===== config.mk =====
export PLATFORM = sky130hd
export DESIGN_NAME = tsel_alu
export DESIGN_NICKNAME = d
export VERILOG_FILES = /design/src/rtl/tsel_alu_pkg.sv /design/src/rtl/tsel_alu_slice.sv /design/src/rtl/tsel_alu_cla.sv /design/src/rtl/tsel_alu_ostage.sv /design/src/rtl/tsel_alu.sv
export SDC_FILE = /design/constraint.sdc
export NUM_CORES = 1
export LEC_CHECK = 0
export ABC_AREA = 0
export BUFFER_PORTS_ARGS = -buffer_cell sky130_fd_sc_hd__buf_2
export CELL_PAD_IN_SITES_DETAIL_PLACEMENT = 0
export CELL_PAD_IN_SITES_GLOBAL_PLACEMENT = 1
export CORE_MARGIN = 5
export CORE_UTILIZATION = 41
export DETAILED_ROUTE_END_ITERATION = 8
export GPL_ROUTABILITY_DRIVEN = 0
export PLACE_DENSITY = 0.82
export SETUP_SLACK_MARGIN = 0.15
export SYNTH_ARGS = -nofsm -noshare
export SYNTH_HDL_FRONTEND = slang
export SYNTH_SLANG_ARGS = --single-unit

===== constraint.sdc =====
create_clock -name clk -period 5.01 [get_ports clk]
set_input_delay 1.002 -clock clk [delete_from_list [all_inputs] [get_ports clk]]
set_output_delay 1.002 -clock clk [all_outputs]
set_load 0.01 [all_outputs]

===== src/rtl/tsel_alu_pkg.sv =====
package tsel_alu_pkg;

  localparam int NIB   = 4;
  localparam int SELW  = 5;
  localparam int ADDRW = 2 * NIB + SELW + 1;

  typedef enum logic [SELW-1:0] {
    OP_ADD   = 5'd0,
    OP_ADC   = 5'd1,
    OP_SUB   = 5'd2,
    OP_SBC   = 5'd3,
    OP_AND   = 5'd4,
    OP_OR    = 5'd5,
    OP_XOR   = 5'd6,
    OP_NOTA  = 5'd7,
    OP_PASSA = 5'd8,
    OP_PASSB = 5'd9,
    OP_INCA  = 5'd10,
    OP_DECA  = 5'd11
  } op_e;

  typedef struct packed {
    logic           g;
    logic           p;
    logic [NIB-1:0] r;
  } lut_word_t;

  // One slice table entry; address = {a_nib, b_nib, op, ci}
  function automatic lut_word_t lut_entry(input logic [ADDRW-1:0] addr);
    logic [NIB-1:0] av, bv, yo;
    logic [SELW-1:0] op;
    logic ci, arith;
    logic [NIB:0] sum, gen;
    lut_word_t w;
    av    = addr[ADDRW-1 -: NIB];
    bv    = addr[ADDRW-1-NIB -: NIB];
    op    = addr[SELW:1];
    ci    = addr[0];
    arith = 1'b0;
    yo    = '0;
    w     = '0;
    case (op)
      OP_ADD, OP_ADC:  begin arith = 1'b1; yo = bv;        end
      OP_SUB, OP_SBC:  begin arith = 1'b1; yo = ~bv;       end
      OP_INCA:         begin arith = 1'b1; yo = '0;        end
      OP_DECA:         begin arith = 1'b1; yo = '1;        end
      OP_AND:          w.r = av & bv;
      OP_OR:           w.r = av | bv;
      OP_XOR:          w.r = av ^ bv;
      OP_NOTA:         w.r = ~av;
      OP_PASSA:        w.r = av;
      OP_PASSB:        w.r = bv;
      default:         w.r = '0;
    endcase
    if (arith) begin
      sum = {1'b0, av} + {1'b0, yo} + {{NIB{1'b0}}, ci};
      gen = {1'b0, av} + {1'b0, yo};
      w.r = sum[NIB-1:0];
      w.p = &(av ^ yo);
      w.g = gen[NIB];
    end
    return w;
  endfunction

  // Carry entering the least significant slice
  function automatic logic base_carry(input logic [SELW-1:0] op, input logic cin);
    case (op)
      OP_ADC, OP_SBC:  return cin;
      OP_SUB, OP_INCA: return 1'b1;
      default:         return 1'b0;
    endcase
  endfunction

endpackage


===== src/rtl/tsel_alu_slice.sv =====
module tsel_alu_slice
  import tsel_alu_pkg::*;
(
  input  logic [NIB-1:0]  a_nib,
  input  logic [NIB-1:0]  b_nib,
  input  logic [SELW-1:0] op,
  output logic [NIB-1:0]  res_c0,
  output logic [NIB-1:0]  res_c1,
  output logic            grp_p,
  output logic            grp_g
);

  lut_word_t word [2];

  for (genvar ci = 0; ci < 2; ci++) begin : g_port
    always_comb word[ci] = lut_entry({a_nib, b_nib, op, ci[0]});
  end

  assign res_c0 = word[0].r;
  assign res_c1 = word[1].r;
  assign grp_p  = word[0].p;
  assign grp_g  = word[0].g;

endmodule


===== src/rtl/tsel_alu_cla.sv =====
module tsel_alu_cla #(
  parameter int NS = 4
) (
  input  logic [NS-1:0] p,
  input  logic [NS-1:0] g,
  input  logic          c0,
  output logic [NS-1:0] c_in,
  output logic          c_out
);

  logic [NS:0] cc;

  // Two-level sum of products per carry: no term depends on another carry
  always_comb begin
    logic prod;
    cc = '0;
    for (int i = 0; i <= NS; i++) begin
      for (int j = -1; j < i; j++) begin
        prod = (j < 0) ? c0 : g[j];
        for (int k = j + 1; k < i; k++) prod = prod & p[k];
        cc[i] = cc[i] | prod;
      end
    end
  end

  assign c_in  = cc[NS-1:0];
  assign c_out = cc[NS];

endmodule


===== src/rtl/tsel_alu_ostage.sv =====
module tsel_alu_ostage #(
  parameter int DW      = 18,
  parameter bit REG_OUT = 1'b1
) (
  input  logic          clk,
  input  logic          rst_n,
  input  logic          in_valid,
  output logic          in_ready,
  input  logic [DW-1:0] in_data,
  output logic          out_valid,
  input  logic          out_ready,
  output logic [DW-1:0] out_data
);

  if (REG_OUT) begin : g_reg
    logic          vld_q;
    logic [DW-1:0] dat_q;
    assign in_ready = !vld_q || out_ready;
    always_ff @(posedge clk) begin
      if (!rst_n) begin
        vld_q <= 1'b0;
        dat_q <= '0;
      end else if (in_ready) begin
        vld_q <= in_valid;
        if (in_valid) dat_q <= in_data;
      end
    end
    assign out_valid = vld_q;
    assign out_data  = dat_q;
  end else begin : g_comb
    logic unused_clk;
    assign unused_clk = clk ^ rst_n;
    assign in_ready   = out_ready;
    assign out_valid  = in_valid;
    assign out_data   = in_data;
  end

endmodule


===== src/rtl/tsel_alu.sv =====
module tsel_alu
  import tsel_alu_pkg::*;
#(
  parameter int W       = 16,
  parameter bit REG_OUT = 1'b1
) (
  input  logic            clk,
  input  logic            rst_n,
  input  logic            in_valid,
  output logic            in_ready,
  input  logic [W-1:0]    a,
  input  logic [W-1:0]    b,
  input  logic [SELW-1:0] sel,
  input  logic            cin,
  output logic            out_valid,
  input  logic            out_ready,
  output logic [W-1:0]    y,
  output logic            cout,
  output logic            zero
);

  localparam int NS = W / NIB;
  localparam int DW = W + 2;

  logic [NS-1:0]  sp, sg, sc;
  logic [NIB-1:0] r0 [NS];
  logic [NIB-1:0] r1 [NS];
  logic [W-1:0]   y_comb;
  logic           c_top, c_base;

  for (genvar i = 0; i < NS; i++) begin : g_slice
    tsel_alu_slice u_slice (
      .a_nib  (a[i*NIB +: NIB]),
      .b_nib  (b[i*NIB +: NIB]),
      .op     (sel),
      .res_c0 (r0[i]),
      .res_c1 (r1[i]),
      .grp_p  (sp[i]),
      .grp_g  (sg[i])
    );
    assign y_comb[i*NIB +: NIB] = sc[i] ? r1[i] : r0[i];
  end

  assign c_base = base_carry(sel, cin);

  tsel_alu_cla #(.NS(NS)) u_cla (
    .p     (sp),
    .g     (sg),
    .c0    (c_base),
    .c_in  (sc),
    .c_out (c_top)
  );

  logic [DW-1:0] pack_in, pack_out;
  assign pack_in = {c_top, ~|y_comb, y_comb};

  tsel_alu_ostage #(.DW(DW), .REG_OUT(REG_OUT)) u_ostage (
    .clk       (clk),
    .rst_n     (rst_n),
    .in_valid  (in_valid),
    .in_ready  (in_ready),
    .in_data   (pack_in),
    .out_valid (out_valid),
    .out_ready (out_ready),
    .out_data  (pack_out)
  );

  assign y    = pack_out[W-1:0];
  assign zero = pack_out[W];
  assign cout = pack_out[W+1];

endmodule


==> results.cfg <==
[yosys]
yosysSeqAreaShare = 0.117
yosysTopAreaCell = ha_1
ys_seq_elements = 19
syn_area_per_cell_sq_um = 7.48
synth_edf_count = 0
synth-main-ff-cell = dfxtp_1
synth_most_common_cell = ha_1
synthTopCellsByArea = ha_1, dfxtp_1, xnor2_1
yosys_warnings = 0
synth.distinct_cells = 63
synth_top_area_share = 0.199
synth_common_cells = ha_1, inv_1, nor2_1, a21oi_1, nand2_1
synth_nets = 534
async_flop_share = 0
synth_area_sq_um = 3260
synthCells = 436

[timing]
post-route-period-util = 0.863
maxSlewHeadroom = 0.273
finalClockSkew_ns = 0.000831
worstMarginPinSlew_ns = 1.09
rsz0062_at_grt = false
tns_ns = 0
fmax_mhz = 231
drv_slew = 0
setup_viol = 0
period_minus_slack_ns = 4.33
hold_viol = 0

[clock_tree]
cts_tree = done
hold_buffers = 0
ctsRootBufferMaster = clkbuf_8
clock-sinks = 19
cts-resized-gates = 0
numCtsBuffers = 3
htree_levels = 1
path_clk_slew_ns = 0.07
clock_latency_ns = 0.26
cts.path.max_buffers = 2
cts_setup_buffers = 0

[worst_setup_path]
critPathArrivalTime_ns = 4.52
worstPathMaxFanout = 16
critPathCaptureType = register
crit_required_ns = 5.21
critPathLaunchType = input pin
worstSetupPathType = input pin to register

[drt]
detail-route-antenna-nets = 0
drt_first_pass_iters = 4
drc = 0
drt-initial-drc-count = 143
vias = 3294
via_per_inst = 5.63
wl_um = 9470
post_drt_wl_per_cell_um = 16.2

[final_layout]
post-route-util = 0.477
nNetsFinal = 582
drive_gt1_frac = 0.155
syn_to_final_growth_pct = 13.0
n_antenna_cell = 0

[floorplan]
num_io_pins = 62
start_util = 0.422
std_cell_rows = 32
die_area_sq_um = 9840
die_y_um = 99.2
die_x_um = 99.2
coreArea_sq_um = 7730

[placement]
dp_hpwl_um = 7350
io_buffer_count = 61

[grt]
antenna_found_initial = 0
grtUsageTotal = 0.192
grt_pass1_wl_um = 15800
grt_max_degree = 23
grt_pass1_vias = 3354
grt-ovfl-total = 0

[power]
p_sw_uw = 212
p_leak_uw = 0.00187
power.density_nw_per_um2 = 146
power_frac_comb = 0.489
swShare = 0.394
clkPwrFrac = 0.201
peakVddDrop_v = 0.0000928
power.internal_uw = 327
seqPwrFrac = 0.309

[status]
status = complete, no violations

[flow_run]
maxCapViolCount = 0

[hold_path]
hold_class = register to register
logic make-up (layout without fill, tap and decap cells):
logic type | count (synthesis) | count (layout) | share of synthesized area
flops | 19 | 19 | 0.117
simple gates | 131 | 131 | 0.204
buf+inv | 70 | 117 | 0.0848
mux | 5 | 5 | 0.0157
fa+ha+maj | 56 | 56 | 0.224
xor+xnor | 27 | 27 | 0.0725
compound gates | 128 | 128 | 0.282
sequential cells by signal (all words and copies together), names as in the netlist:
name                flops
u_ostage.out_data      18
u_ostage.out_valid      1
through the flow:
step                setup WS (ns)  hold WS (ns)  total power, uW  area (sq um)  std cells
finish                      0.685         0.455              540          3690        585
global route                0.303         0.479              587          3690        585
CTS                         0.705         0.458              542          3690        585
detailed placement          0.452         0.449              434          3640        581
global placement            0.632         0.441              430          3640        581
floorplan                   0.862         0.479              348          3260        436
worst paths after layout:
| check | from | endpoint | slack (ns) | cells past startpoint |
|---|---|---|---|---|
| worst max-delay path | sel[4] | u_ostage.out_data[16] | 0.68 | 15 |
| worst min-delay path | u_ostage.out_data[15] | u_ostage.out_data[15] | 0.45 | 2 |
| worst min register to register | u_ostage.out_data[15] | u_ostage.out_data[15] | 0.45 | 2 |
| worst max register to register | u_ostage.out_valid | u_ostage.out_data[16] | 2.88 | 9 |
per-layer routing:
layer,GRT usage,up-vias,part of all wire
li1,-,1661,-
met1,0.233,1537,0.44
met2,0.354,77,0.50
met3,0.0259,19,0.041
met4,0.0504,0,0.019
met5,0,-,0
power groups by stage:
| stage | sequential, uW | clock (uW) | combinational, uW |
|---|---|---|---|
| global route | 169 | 120 | 299 |
| floorplan | 176 | 0 | 173 |
| CTS | 167 | 110 | 265 |
| detailed placement | 171 | 0 | 263 |
| global placement | 170 | 0 | 260 |
| finish | 167 | 109 | 264 |
final cells by class:
cell class / instances / area, sq um
repair buffers: 67 / 350
fillers: 804 / 4040
inverters: 46 / 173
clock buffers: 4 / 45.0
well taps: 102 / 128
flip-flops and latches: 19 / 380
multi-input cells: 347 / 2610
cells in the final DEF, fill, tap and decap left out, types with 3 or more instances in the layout:
cell	instances
o2bb2ai_1	5
xor2_1	4
and3_1	4
o21a_1	3
fa_1	4
dfxtp_1	19
a22o_1	4
a21o_1	5
xnor2_1	23
nand3_1	16
ha_1	52
a221oi_1	3
o2111ai_1	4
mux2i_1	4
buf_2	61
a22oi_1	4
clkbuf_8	3
a221o_1	5
nand2_1	25
o21ai_1	3
nand4_1	4
and2_1	5
a2111oi_0	5
nor3b_1	7
a211oi_1	4
inv_1	46
buf_4	6
nand2b_1	8
o21ai_0	20
nor2_1	37
nor3_1	8
o211ai_1	6
o211a_1	9
a21oi_1	29
critical path: stages:
cell and delay, ns:
buf_2 0.15, or3_1 0.62, o21ai_0 0.25, ha_1 0.19, inv_1 0.06, fa_1 0.47, inv_1 0.08, ha_1 0.16
nor2_1 0.05, a22oi_1 0.16, o2111ai_1 0.13, a211o_1 0.29, a2111oi_0 0.53, nand4_1 0.21, o21ai_1 0.16
No activity file was read; power rests on OpenSTA's default activity.
